===== config.mk =====
export PLATFORM = sky130hd
export DESIGN_NAME = nandq_sequencer
export DESIGN_NICKNAME = d
export VERILOG_FILES = /design/src/rtl/nq_pkg.sv /design/src/rtl/nq_cmd_fifo.sv /design/src/rtl/nq_exec.sv /design/src/rtl/nandq_sequencer.sv
export SDC_FILE = /design/constraint.sdc
export NUM_CORES = 1
export LEC_CHECK = 0
export BUFFER_PORTS_ARGS = -buffer_cell sky130_fd_sc_hd__buf_2
export CAP_MARGIN = 20
export CORE_UTILIZATION = 41
export CTS_BUF_LIST = sky130_fd_sc_hd__clkbuf_16
export DETAILED_ROUTE_END_ITERATION = 6
export GPL_TIMING_DRIVEN = 1
export PLACE_DENSITY = 0.63
export SETUP_SLACK_MARGIN = 0.05
export SYNTH_ARGS = -nofsm -noshare
export SYNTH_HDL_FRONTEND = slang
export SYNTH_SLANG_ARGS = --single-unit

===== constraint.sdc =====
create_clock -name clk -period 15.3 [get_ports clk]
set_input_delay 1.53 -clock clk [delete_from_list [all_inputs] [get_ports clk]]
set_output_delay 1.53 -clock clk [all_outputs]
set_load 0.03 [all_outputs]

===== src/rtl/nq_pkg.sv =====
package nq_pkg;

  typedef enum logic [2:0] {
    K_NOP,
    K_IDLE,
    K_CLE,
    K_ALE,
    K_RBW
  } nq_kind_e;

  typedef struct packed {
    nq_kind_e    kind;
    logic [3:0]  ce_n;
    logic [9:0]  arg;
    logic        irq_req;
  } nq_op_t;

  localparam int unsigned TYPE_LO  = 14;
  localparam int unsigned CE_LO    = 10;
  localparam int unsigned RB_BIT   = 20;
  localparam int unsigned MOVE_BIT = 21;
  localparam int unsigned APPLY_BIT = 31;
  localparam int unsigned IRQEN_BIT = 21;
  localparam int unsigned OCC_LO   = 22;

  // Classify one command word.
  function automatic nq_op_t nq_decode(input logic [31:0] w);
    nq_op_t o;
    o.ce_n    = w[CE_LO +: 4];
    o.arg     = w[9:0];
    o.irq_req = w[TYPE_LO];
    if (w[MOVE_BIT])      o.kind = K_NOP;
    else if (w[RB_BIT])   o.kind = K_RBW;
    else begin
      case (w[TYPE_LO +: 4])
        4'hC:    o.kind = K_IDLE;
        4'h5:    o.kind = K_CLE;
        4'h6:    o.kind = K_ALE;
        default: o.kind = K_NOP;
      endcase
    end
    return o;
  endfunction

  // Bus cycle length in clocks from the configuration field (minimum 2).
  function automatic logic [5:0] nq_cycle_len(input logic [4:0] f);
    return (f == 5'd0) ? 6'd2 : ({1'b0, f} + 6'd1);
  endfunction

  // Clocks that the write strobe stays low inside one bus cycle.
  function automatic logic [5:0] nq_we_low(input logic [5:0] len);
    return len >> 1;
  endfunction

  // Last bus-cycle index of a ready/busy wait of 2^e bus cycles.
  function automatic logic [31:0] nq_rb_last(input logic [4:0] e);
    return (32'd1 << e) - 32'd1;
  endfunction

endpackage


===== src/rtl/nq_cmd_fifo.sv =====
module nq_cmd_fifo #(
  parameter int unsigned DEPTH = 8,
  parameter int unsigned WIDTH = 32,
  localparam int unsigned AW = (DEPTH > 1) ? $clog2(DEPTH) : 1,
  localparam int unsigned CW = $clog2(DEPTH + 1)
) (
  input  logic             clk,
  input  logic             rst_n,
  input  logic             push,
  input  logic             pop,
  input  logic [WIDTH-1:0] din,
  output logic [WIDTH-1:0] dout,
  output logic [CW-1:0]    count,
  output logic             full,
  output logic             empty
);

  logic [WIDTH-1:0] mem [DEPTH];
  logic [AW-1:0]    wp, rp;
  logic             do_push, do_pop;

  function automatic logic [AW-1:0] bump(input logic [AW-1:0] p);
    return (p == AW'(DEPTH - 1)) ? '0 : p + AW'(1);
  endfunction

  assign full    = (count == CW'(DEPTH));
  assign empty   = (count == '0);
  assign do_push = push && !full;
  assign do_pop  = pop && !empty;
  assign dout    = mem[rp];

  always_ff @(posedge clk) begin
    if (do_push) mem[wp] <= din;
  end

  always_ff @(posedge clk or negedge rst_n) begin
    if (!rst_n) begin
      wp    <= '0;
      rp    <= '0;
      count <= '0;
    end else begin
      if (do_push) wp <= bump(wp);
      if (do_pop)  rp <= bump(rp);
      case ({do_push, do_pop})
        2'b10:   count <= count + CW'(1);
        2'b01:   count <= count - CW'(1);
        default: count <= count;
      endcase
    end
  end


  fifo_bound_chk: assert property (@(posedge clk) disable iff (!rst_n)
    count <= CW'(DEPTH));


  fifo_full_hold_chk: assert property (@(posedge clk) disable iff (!rst_n)
    (full && !pop) |=> full);

endmodule


===== src/rtl/nq_exec.sv =====
module nq_exec
  import nq_pkg::*;
#(
  parameter int unsigned TMO_W = 32
) (
  input  logic        clk,
  input  logic        rst_n,
  input  logic        start,
  input  logic [31:0] word,
  input  logic [4:0]  cyc_field,
  input  logic        rb_hi,
  output logic        ready,
  output logic [3:0]  ce_n_o,
  output logic        cle_o,
  output logic        ale_o,
  output logic        we_n_o,
  output logic [7:0]  dq_o,
  output logic        dq_oe_o,
  output logic        ev_rb_end,
  output logic        ev_rb_tmo,
  output logic        rb_irq_req
);

  typedef enum logic [1:0] {S_IDLE, S_BYTE, S_WAIT, S_RB} st_e;

  st_e              st;
  logic [5:0]       clk_cnt;
  logic [9:0]       rem;
  logic [TMO_W-1:0] tmo_cnt;
  logic [4:0]       rb_exp;
  logic             cur_irq;
  logic [3:0]       ce_q;
  logic [7:0]       dq_q;
  logic             is_cle;

  nq_op_t     op;
  logic [5:0] len;
  logic       last_clk;
  logic       tmo_hit;
  logic       done;

  assign op       = nq_decode(word);
  assign len      = nq_cycle_len(cyc_field);
  assign last_clk = (clk_cnt >= len - 6'd1);
  assign tmo_hit  = last_clk && (tmo_cnt == TMO_W'(nq_rb_last(rb_exp)));

  always_comb begin
    case (st)
      S_BYTE:  done = last_clk;
      S_WAIT:  done = (rem == '0) || ((rem == 10'd1) && last_clk);
      S_RB:    done = rb_hi || tmo_hit;
      default: done = 1'b0;
    endcase
  end

  assign ready      = (st == S_IDLE) || done;
  assign ev_rb_end  = (st == S_RB) && done;
  assign ev_rb_tmo  = (st == S_RB) && !rb_hi && tmo_hit;
  assign rb_irq_req = cur_irq;

  always_ff @(posedge clk or negedge rst_n) begin
    if (!rst_n) begin
      st      <= S_IDLE;
      clk_cnt <= '0;
      rem     <= '0;
      tmo_cnt <= '0;
      rb_exp  <= '0;
      cur_irq <= 1'b0;
      ce_q    <= 4'hF;
      dq_q    <= '0;
      is_cle  <= 1'b0;
    end else if (start) begin
      clk_cnt <= '0;
      tmo_cnt <= '0;
      rem     <= op.arg;
      rb_exp  <= op.arg[4:0];
      cur_irq <= op.irq_req;
      if (op.kind != K_NOP) ce_q <= op.ce_n;
      case (op.kind)
        K_CLE, K_ALE: begin
          st     <= S_BYTE;
          dq_q   <= op.arg[7:0];
          is_cle <= (op.kind == K_CLE);
        end
        K_RBW:   st <= S_RB;
        K_IDLE:  st <= S_WAIT;
        default: begin
          st  <= S_WAIT;
          rem <= '0;
        end
      endcase
    end else if (done) begin
      st <= S_IDLE;
    end else if (st != S_IDLE) begin
      clk_cnt <= last_clk ? '0 : clk_cnt + 6'd1;
      if (last_clk && st == S_WAIT) rem <= rem - 10'd1;
      if (last_clk && st == S_RB)   tmo_cnt <= tmo_cnt + TMO_W'(1);
    end
  end

  assign ce_n_o  = ce_q;
  assign cle_o   = (st == S_BYTE) && is_cle;
  assign ale_o   = (st == S_BYTE) && !is_cle;
  assign we_n_o  = !((st == S_BYTE) && (clk_cnt < nq_we_low(len)));
  assign dq_o    = dq_q;
  assign dq_oe_o = (st == S_BYTE);


  we_rise_chk: assert property (@(posedge clk) disable iff (!rst_n)
    (we_n_o && !$past(we_n_o)) |-> ((cle_o || ale_o) && $stable(dq_o)));


  ce_hold_chk: assert property (@(posedge clk) disable iff (!rst_n)
    ((st == S_IDLE) && $past(st == S_IDLE)) |-> $stable(ce_n_o));


  rb_tmo_busy_chk: assert property (@(posedge clk) disable iff (!rst_n)
    ev_rb_tmo |-> !rb_hi);

endmodule


===== src/rtl/nandq_sequencer.sv =====
module nandq_sequencer
  import nq_pkg::*;
#(
  parameter int unsigned FIFO_DEPTH = 8,   // at most 31 so occupancy fits its field
  parameter int unsigned SYNC_STAGES = 2,
  parameter int unsigned TMO_W = 32,
  localparam int unsigned CW = $clog2(FIFO_DEPTH + 1)
) (
  input  logic        clk,
  input  logic        rst_n,
  input  logic        reg_wr,
  input  logic [1:0]  reg_addr,
  input  logic [31:0] reg_wdata,
  output logic [31:0] reg_rdata,
  output logic [3:0]  ce_n_o,
  output logic        cle_o,
  output logic        ale_o,
  output logic        we_n_o,
  output logic        re_n_o,
  output logic [7:0]  dq_o,
  output logic        dq_oe_o,
  input  logic        rb_n_i,
  output logic        irq_o
);

  logic [31:0] cfg_q;
  logic [4:0]  cyc_act;
  logic        ovf_q, tmo_q, irq_q;

  logic        wr_cmd, wr_cfg, wr_stat;
  logic        push_req, apply_req, push_drop;
  logic        stat_clr_ovf, stat_clr_tmo;

  logic [31:0] fifo_dout;
  logic [CW-1:0] fifo_count;
  logic        fifo_full, fifo_empty;

  logic        req_valid;
  logic [31:0] req_word;
  logic        req_load, exec_take, exec_ready;

  logic        ev_rb_end, ev_rb_tmo, rb_irq_req, irq_fire;
  logic [SYNC_STAGES-1:0] rb_sync;

  assign wr_cmd       = reg_wr && (reg_addr == 2'd0);
  assign wr_cfg       = reg_wr && (reg_addr == 2'd1);
  assign wr_stat      = reg_wr && (reg_addr == 2'd2);
  assign apply_req    = wr_cmd && reg_wdata[APPLY_BIT];
  assign push_req     = wr_cmd && !reg_wdata[APPLY_BIT];
  assign push_drop    = push_req && fifo_full;
  assign stat_clr_ovf = wr_stat && reg_wdata[0];
  assign stat_clr_tmo = wr_stat && reg_wdata[1];

  nq_cmd_fifo #(
    .DEPTH (FIFO_DEPTH),
    .WIDTH (32)
  ) u_fifo (
    .clk   (clk),
    .rst_n (rst_n),
    .push  (push_req),
    .pop   (req_load),
    .din   (reg_wdata),
    .dout  (fifo_dout),
    .count (fifo_count),
    .full  (fifo_full),
    .empty (fifo_empty)
  );

  // Fetch stage: one request slot between the FIFO and the executor.
  assign exec_take = req_valid && exec_ready;
  assign req_load  = !fifo_empty && (!req_valid || exec_take);

  always_ff @(posedge clk or negedge rst_n) begin
    if (!rst_n) begin
      req_valid <= 1'b0;
      req_word  <= '0;
    end else if (req_load) begin
      req_valid <= 1'b1;
      req_word  <= fifo_dout;
    end else if (exec_take) begin
      req_valid <= 1'b0;
    end
  end

  // Ready/busy synchroniser, reset to the ready level.
  always_ff @(posedge clk or negedge rst_n) begin
    if (!rst_n) rb_sync <= '1;
    else        rb_sync <= {rb_sync[SYNC_STAGES-2:0], rb_n_i};
  end

  nq_exec #(
    .TMO_W (TMO_W)
  ) u_exec (
    .clk        (clk),
    .rst_n      (rst_n),
    .start      (exec_take),
    .word       (req_word),
    .cyc_field  (cyc_act),
    .rb_hi      (rb_sync[SYNC_STAGES-1]),
    .ready      (exec_ready),
    .ce_n_o     (ce_n_o),
    .cle_o      (cle_o),
    .ale_o      (ale_o),
    .we_n_o     (we_n_o),
    .dq_o       (dq_o),
    .dq_oe_o    (dq_oe_o),
    .ev_rb_end  (ev_rb_end),
    .ev_rb_tmo  (ev_rb_tmo),
    .rb_irq_req (rb_irq_req)
  );

  assign irq_fire = ev_rb_end && rb_irq_req && cfg_q[IRQEN_BIT];

  always_ff @(posedge clk or negedge rst_n) begin
    if (!rst_n) begin
      cfg_q   <= 32'h0000_0005;
      cyc_act <= 5'd5;
      ovf_q   <= 1'b0;
      tmo_q   <= 1'b0;
      irq_q   <= 1'b0;
    end else begin
      if (wr_cfg)    cfg_q   <= reg_wdata;
      if (apply_req) cyc_act <= cfg_q[4:0];
      if (push_drop)         ovf_q <= 1'b1;
      else if (stat_clr_ovf) ovf_q <= 1'b0;
      if (ev_rb_tmo)         tmo_q <= 1'b1;
      else if (stat_clr_tmo) tmo_q <= 1'b0;
      if (wr_cfg && !reg_wdata[IRQEN_BIT]) irq_q <= 1'b0;
      else if (irq_fire)                   irq_q <= 1'b1;
    end
  end

  always_comb begin
    case (reg_addr)
      2'd0: begin
        reg_rdata = '0;
        reg_rdata[OCC_LO +: 5] = 5'(fifo_count);
      end
      2'd1:    reg_rdata = cfg_q;
      2'd2:    reg_rdata = {30'd0, tmo_q, ovf_q};
      default: reg_rdata = '0;
    endcase
  end

  assign irq_o  = irq_q;
  assign re_n_o = 1'b1;


  irq_en_chk: assert property (@(posedge clk) disable iff (!rst_n)
    irq_o |-> cfg_q[IRQEN_BIT]);


  ovf_sticky_chk: assert property (@(posedge clk) disable iff (!rst_n)
    ($past(ovf_q) && !$past(stat_clr_ovf)) |-> ovf_q);


  tmo_sticky_chk: assert property (@(posedge clk) disable iff (!rst_n)
    ($past(tmo_q) && !$past(stat_clr_tmo)) |-> tmo_q);


  req_hold_chk: assert property (@(posedge clk) disable iff (!rst_n)
    (req_valid && !exec_take) |=> (req_valid && $stable(req_word)));

endmodule


==> flow_metrics.env, run 1 <==
export IMPL_clock_sinks=302
export IMPL_cts_tree="done"
export IMPL_pin_count=88
export IMPL_fin_crit_ns=6.79
export IMPL_finalMaxSlewViolations=0
export IMPL_clkLatencyLatePin_ns=0.52
export IMPL_setup_slack_ns=8.51
export IMPL_final_antenna_net_count=0
export IMPL_ctsHoldBuffers=0
export IMPL_cp_start_kind="register"
export IMPL_die_area_mm2=0.0359
export IMPL_postSynthCellCount=1095
export IMPL_gp_congestion=0.882
export IMPL_vias=9105
export IMPL_final_util_pct=47.2
export IMPL_synth_area_per_cell_um2=13.2
export IMPL_synth_xor_area_share_pct=3.47
export IMPL_finalPower_mw=2.92
export IMPL_irDropWorstVdd_mv=0.114
export IMPL_synth_seq_cells=302
export IMPL_seqCellArea_mm2=0.00837
export IMPL_rows=68
export IMPL_r2r_slack_ns=8.51
export IMPL_synthArstFlopShare_pct=47.0
export IMPL_post_route_period_util_pct=44.3
export IMPL_wl_per_cell_um=19.7
export IMPL_n_fill_cell=3130
export IMPL_critical_path_endpoint_type="register"
export IMPL_die_y_um=189
export IMPL_core_area_mm2=0.0345
export IMPL_crit_type="register to register"
export IMPL_routed_wl_mm=32.5
export IMPL_cts_buffers=34
export IMPL_port_buffers=86
export IMPL_n_antenna_cell=0
export IMPL_grt_pass1_vias=8979
export IMPL_vias_per_cell=5.51
export IMPL_arrival_ns=7.17
export IMPL_yosysWarnings=0
export IMPL_post_cts_buffers=0
export IMPL_cts_root_buf="clkbuf_16"
export IMPL_overflow=0
export IMPL_synth_mux_area_share_pct=14.4
export IMPL_synthTopCellsByArea="edfxtp_1 (33%), dfrtp_1 (23%), mux4_2 (6.3%)"
export IMPL_yosys_most_used_dff="edfxtp_1"
export IMPL_cts_buffer_depth=3
export IMPL_r2r_end="u_fifo.count[3]$_DFFE_PN0P_"
export IMPL_chipWidth_um=189
export IMPL_drive_gt1_share_pct=24.5
export IMPL_syn_to_final_growth_pct=13.3
export IMPL_hold_worst_slack_ns=0.356
export IMPL_start_util_pct=41.7
export IMPL_drc=0
export IMPL_crit_required_ns=15.69
export IMPL_synthAdderAreaFrac_pct=2.29
export IMPL_cts_resized=0
export IMPL_yosys_area_top_type="edfxtp_1"
export IMPL_finalSetupViolCount=0
export IMPL_status="finished clean"
export IMPL_dr_first_iter_drc_count=716
export IMPL_cp_max_fo=32
export IMPL_h_tree_depth=2
export IMPL_power_density_mw_per_mm2=179
export IMPL_p_leak_nw=6.24
export IMPL_synth_most_common_cell="edfxtp_1"
export IMPL_layout_nets=1234
export IMPL_yosys_area_share_simple_pct=12.5
export IMPL_hold_path_class="register to register"
export IMPL_maxCapViolCount=0
export IMPL_max_slew_margin_pct=27.3
export IMPL_antenna_found_initial=0
export IMPL_synth_compound_area_share_pct=6.47
export IMPL_synth_distinct_cells=78
export IMPL_cts_clk_slew_worst_paths_ns=0.06
export IMPL_hold_viol=0
export IMPL_critPathLaunch="u_exec.rb_exp[1]$_DFFE_PN0N_"
export IMPL_reg2reg_depth=19
export IMPL_synthTopCellsByCount="edfxtp_1 (160), dfrtp_1 (132), nand2_1 (79), mux2_2 (72), nor2_1 (70)"
export IMPL_hold_path_depth=0
export IMPL_whs_endpoint="rb_sync[1]$_DFF_PN1_"
export IMPL_dp_hpwl_mm=21.1
export IMPL_grt_pass1_wl_mm=51.7
export IMPL_dp_slack_ns=8.59
export IMPL_setup_tns_ns=0
export IMPL_syn_cell_area_mm2=0.0144
export IMPL_r2r_start="u_exec.rb_exp[1]$_DFFE_PN0N_"
export IMPL_track_usage_pct=18.5
export IMPL_multi_input_area_mm2=0.00568
export IMPL_syn_nets=1158
export IMPL_first_pass_iters=5
export IMPL_rsz0062_at_grt="no"
export IMPL_synth_top_family_by_area="multiplexers"
export IMPL_grt_max_degree=81
export IMPL_synth_top_cell_area_share_pct=33.4
export IMPL_fmaxAchievable_mhz=147
export IMPL_tightest_slew_ns=1.09
export IMPL_yosysSeqAreaShare_pct=58.1
export IMPL_fin_worst_skew_ns=0.0189
export IMPL_min_from="rb_sync[0]$_DFF_PN1_"
export IMPL_synth_edff_count=160
[cell families (layout without fill, tap and decap cells)]
group	after synthesis	count (layout)
buffers and inverters	86	187
multiplexers	146	146
AND/OR/NAND/NOR	344	344
AO/OA/AOI/OAI	133	133
other	1	1
adder cells (fa/ha/maj)	26	26
XOR/XNOR	57	57
flip-flops	302	302
[power breakdown]
part	switching, mW	leakage [nW]	internal, mW
sequential	0.164	3.21	0.981
clock	0.324	0.552	0.425
combinational	0.561	2.48	0.467
[final cells by class]
type	count	share of cell area, %
clock inverter	27	1.04
timing repair buffer	103	3.58
tap	455	3.49
inverter	23	0.529
clock buffer	34	5.21
multi-input combinational	707	34.8
sequential	302	51.3
[sequential cells by signal, indices dropped and copies added (netlist names), 2 cells and up]
register	flops
u_fifo.count	4
u_exec.dq_o	8
req_word	20
u_exec.rb_exp	5
u_exec.tmo_cnt	32
u_exec.rem	10
u_exec.ce_n_o	4
u_fifo.rp	3
u_fifo.mem	160
u_fifo.wp	3
cyc_act	5
u_exec.clk_cnt	6
u_exec.st	2
rb_sync	2
cfg_q	32
[worst max-delay path, stage by stage (launching register included)]
cell      delay, ns
dfrtp_1        0.71
nor4_2         0.69
nand2b_1       0.12
ha_1           0.49
nor2_1         0.40
a31oi_1        0.18
o31a_1         0.30
a211o_1        0.26
or4_1          0.48
nor4_4         0.23
buf_4          0.36
o21ai_2        0.25
a31oi_4        0.90
ha_1           0.34
ha_1           0.25
a21o_1         0.17
a21oi_1        0.16
xnor2_1        0.13
nor2_1         0.06
xor2_1         0.14
[metrics by stage]
stage / instances / instance area (um2)
floorplan: 1095 / 14400
global placement: 1589 / 15300
detailed placement: 1590 / 15300
CTS: 1651 / 16300
global route: 1651 / 16300
finish: 1651 / 16300
[routing by layer]
metal  vias to the layer above  part of all wire (%)  GRT usage [%]  wire length, um
li1                       4232                     -              -                -
met3                        28                   4.4           3.13             1420
met2                       214                    47           29.8            15400
met4                         0                   1.4           4.34              457
met5                         -                     0              0                0
met1                      4631                    47           26.2            15300
[how the worst max path moves through the flow]
stage                                  end  cells past startpoint
6_report       u_fifo.count[3]$_DFFE_PN0P_                     19
5_1_grt        u_fifo.count[3]$_DFFE_PN0P_                     19
4_1_cts        u_fifo.count[3]$_DFFE_PN0P_                     19
3_5_place_dp   u_fifo.count[3]$_DFFE_PN0P_                     19
3_3_place_gp   u_fifo.count[3]$_DFFE_PN0P_                     19
2_1_floorplan  u_fifo.count[3]$_DFFE_PN0P_                     22
[placed cells by master, fill, tap and decap left out, types with 17 or more instances in the layout]
cell type	count
a21oi_1	17
and2_1	37
buf_2	85
clkbuf_16	34
dfrtp_1	131
edfxtp_1	160
ha_1	24
inv_1	36
mux2_1	18
mux2_2	72
mux4_2	40
nand2_1	79
nand3_1	23
nor2_1	64
nor3_1	31
nor4_1	18
o21ai_0	31
xnor2_1	42
Power figures use the tool's default switching activity.
==> run 2: changes to the inputs <==
Settings changed: ABC_AREA from default to 1, PLACE_DENSITY 0.63 to 0.64.
Clock period 15.3 ns to 5.7 ns, I/O delays scaled along.
==> run 2 against run 1 <==
  * Via count up 39%
  * Largest cell class unchanged
  * Critical endpoint unchanged
  * Routed wire length rose by 27%
  * Global-route usage is 3.0 points higher
==> flow_metrics.env, run 2 <==
export IMPL_rsz0062_at_grt="no"
export IMPL_core_area_mm2=0.0377
export IMPL_fin_crit_ns=5.12
export IMPL_dp_slack_ns=0.365
export IMPL_crit_required_ns=6.12
export IMPL_power_density_mw_per_mm2=513
export IMPL_pin_count=88
export IMPL_synth_compound_area_share_pct=8.33
export IMPL_reg2reg_depth=34
export IMPL_synth_area_per_cell_um2=8.68
export IMPL_routed_wl_mm=41.4
export IMPL_die_y_um=197
export IMPL_arrival_ns=5.54
export IMPL_cp_start_kind="register"
export IMPL_synthArstFlopShare_pct=47.0
export IMPL_cts_root_buf="clkbuf_16"
export IMPL_synth_seq_cells=302
export IMPL_finalSetupViolCount=0
export IMPL_synthTopCellsByCount="nand2_1 (509), nor2_1 (221), edfxtp_1 (160), inv_1 (149), dfrtp_1 (132)"
export IMPL_fmaxAchievable_mhz=195
export IMPL_synth_xor_area_share_pct=3.41
export IMPL_synthAdderAreaFrac_pct=2.05
export IMPL_irDropWorstVdd_mv=0.249
export IMPL_finalMaxSlewViolations=0
export IMPL_slowest_stage="dfstp_2"
export IMPL_min_from="rb_n_i"
export IMPL_gp_congestion=0.933
export IMPL_start_util_pct=41.6
export IMPL_status="finished clean"
export IMPL_cts_clk_slew_worst_paths_ns=0.06
export IMPL_yosys_area_top_type="edfxtp_1"
export IMPL_port_buffers=86
export IMPL_die_area_mm2=0.0390
export IMPL_wl_per_cell_um=17.1
export IMPL_maxCapViolCount=0
export IMPL_drive_gt1_share_pct=11.9
export IMPL_rows=71
export IMPL_track_usage_pct=21.6
export IMPL_hold_worst_slack_ns=0.134
export IMPL_dr_first_iter_drc_count=1245
export IMPL_grt_max_degree=95
export IMPL_layout_nets=1935
export IMPL_synth_mux_area_share_pct=0.288
export IMPL_syn_cell_area_mm2=0.0157
export IMPL_max_stage_delay_ns=0.57
export IMPL_path_common_cell="nand2_1"
export IMPL_hold_path_depth=1
export IMPL_hold_path_class="primary input to register"
export IMPL_final_cell_area_mm2=0.0177
export IMPL_yosysSeqAreaShare_pct=53.5
export IMPL_cts_buffer_depth=3
export IMPL_synth_edff_count=160
export IMPL_yosys_area_share_simple_pct=25.9
export IMPL_cts_tree="done"
export IMPL_max_slew_margin_pct=31.7
export IMPL_synth_most_common_cell="nand2_1"
export IMPL_clkLatencyLatePin_ns=0.54
export IMPL_r2r_start="cyc_act[0]$_DFFE_PN1P_"
export IMPL_syn_to_final_growth_pct=12.8
export IMPL_n_fill_cell=3636
export IMPL_vias_per_cell=5.24
export IMPL_syn_nets=1867
export IMPL_synth_distinct_cells=51
export IMPL_top_regs="u_fifo.mem (160), cfg_q (32), u_exec.tmo_cnt (32)"
export IMPL_crit_type="register to register"
export IMPL_r2r_slack_ns=0.58
export IMPL_final_util_pct=46.9
export IMPL_whs_endpoint="rb_sync[0]$_DFF_PN1_"
export IMPL_clock_sinks=302
export IMPL_antenna_found_initial=3
export IMPL_hold_viol=0
export IMPL_first_pass_iters=6
export IMPL_synthTopCellsByArea="edfxtp_1 (31%), dfrtp_1 (21%), nand2_1 (12%)"
export IMPL_ctsHoldBuffers=0
export IMPL_setup_tns_ns=0
export IMPL_grt_pass1_wl_mm=66.0
export IMPL_drc=0
export IMPL_vias=12600
export IMPL_final_cell_mix="nand2_1 (508), nor2_1 (215), edfxtp_1 (160)"
export IMPL_tightest_slew_ns=1.02
export IMPL_max_flop_register="u_fifo.mem"
export IMPL_yosysWarnings=0
export IMPL_grt_pass1_vias=12200
export IMPL_synth_top_family_by_area="simple AND/OR/NAND/NOR gates"
export IMPL_critical_path_endpoint_type="register"
export IMPL_chipWidth_um=197
export IMPL_final_common_cell="nand2_1"
export IMPL_cts_buffers=34
export IMPL_post_route_period_util_pct=89.8
export IMPL_place_area_mm2=0.0165
export IMPL_r2r_end="u_fifo.count[3]$_DFFE_PN0P_"
export IMPL_synth_top_cell_area_share_pct=30.7
export IMPL_fin_worst_skew_ns=0.0154
export IMPL_final_antenna_net_count=0
export IMPL_postSynthCellCount=1804
export IMPL_dp_hpwl_mm=27.5
export IMPL_setup_slack_ns=0.580
export IMPL_overflow=0
export IMPL_yosys_most_used_dff="edfxtp_1"
export IMPL_h_tree_depth=2
export IMPL_p_leak_nw=7.94
export IMPL_cp_max_fo=6
export IMPL_largest_register_ffs=160
[run 2: cell count changes after synthesis, sizes merged, moves of 23 or more]
cell   change
mux4      -40
o22ai     +23
a21oi     +37
nand3     +82
nand2    +435
xnor2     -30
nand4     +34
nor2     +164
inv      +138
and2      -37
o21ai     +82
xor2      +34
mux2      -86
[run 2: repair_timing]
| action | 4_1_cts | 5_1_grt |
|---|---|---|
| gates resized for setup | 0 | 2 |
| endpoints found under the hold margin | 0 | 0 |
| setup buffers | 0 | 2 |
| setup endpoints to repair | 0 | 1 |
[run 2: how the worst max path moves through the flow]
stage,from,to,cells past startpoint,slack [ns]
3_3_place_gp,cyc_act[0]$_DFFE_PN1P_,u_fifo.count[3]$_DFFE_PN0P_,34,0.54
6_report,cyc_act[0]$_DFFE_PN1P_,u_fifo.count[3]$_DFFE_PN0P_,34,0.58
2_1_floorplan,cyc_act[0]$_DFFE_PN1P_,u_fifo.count[3]$_DFFE_PN0P_,35,1.12
3_5_place_dp,cyc_act[0]$_DFFE_PN1P_,u_fifo.count[3]$_DFFE_PN0P_,34,0.37
5_1_grt,cyc_act[0]$_DFFE_PN1P_,u_fifo.count[3]$_DFFE_PN0P_,34,0.10
4_1_cts,cyc_act[0]$_DFFE_PN1P_,u_fifo.count[3]$_DFFE_PN0P_,34,0.35
[run 2: power by group]
| part | internal (mW) | switching [mW] | leakage (nW) |
|---|---|---|---|
| Clock | 1.29 | 0.916 | 0.576 |
| Sequential | 2.62 | 0.281 | 3.20 |
| Combinational | 1.21 | 2.76 | 4.16 |
[run 2: stage by stage]
step,std cells,total power [mW]
global placement,2344,6.74
detailed placement,2344,6.83
finish,2412,9.07
global route,2412,9.74
floorplan,1804,5.93
CTS,2406,9.05
[run 2: layout make-up]
type	instances	area, um2	share of cell area, %
clock buffer	34	851	4.82
sequential	302	8370	47.4
inverter	164	623	3.53
timing repair buffer	107	594	3.36
antenna	3	7.51	0.0425
clock inverter	28	280	1.59
tap	511	639	3.62
multi-input combinational	1263	6300	35.7
[run 2: kinds of logic after synthesis]
group           count (synthesis)
compound gates                227
xor+xnor                       61
fa+ha+maj                      25
buf+inv                       240
flops                         302
mux                             4
other cells                     1
simple gates                  944
[run 2: routing by layer]
layer / share of wire, % / GRT usage (%) / up-vias
li1: - / - / 6131
met1: 48 / 31.5 / 6088
met2: 45 / 33.2 / 374
met3: 5.7 / 2.95 / 47
met4: 1.9 / 6.66 / 0
met5: 0 / 0 / -
[run 2: critical path, delay by kind of cell (launching register included)]
kind / cells / cell delay (ns)
fa+ha+maj: 4 / 1.02
buf+inv: 4 / 0.40
simple gates: 19 / 1.99
compound gates: 5 / 0.70
flops: 1 / 0.57
xor+xnor: 2 / 0.29
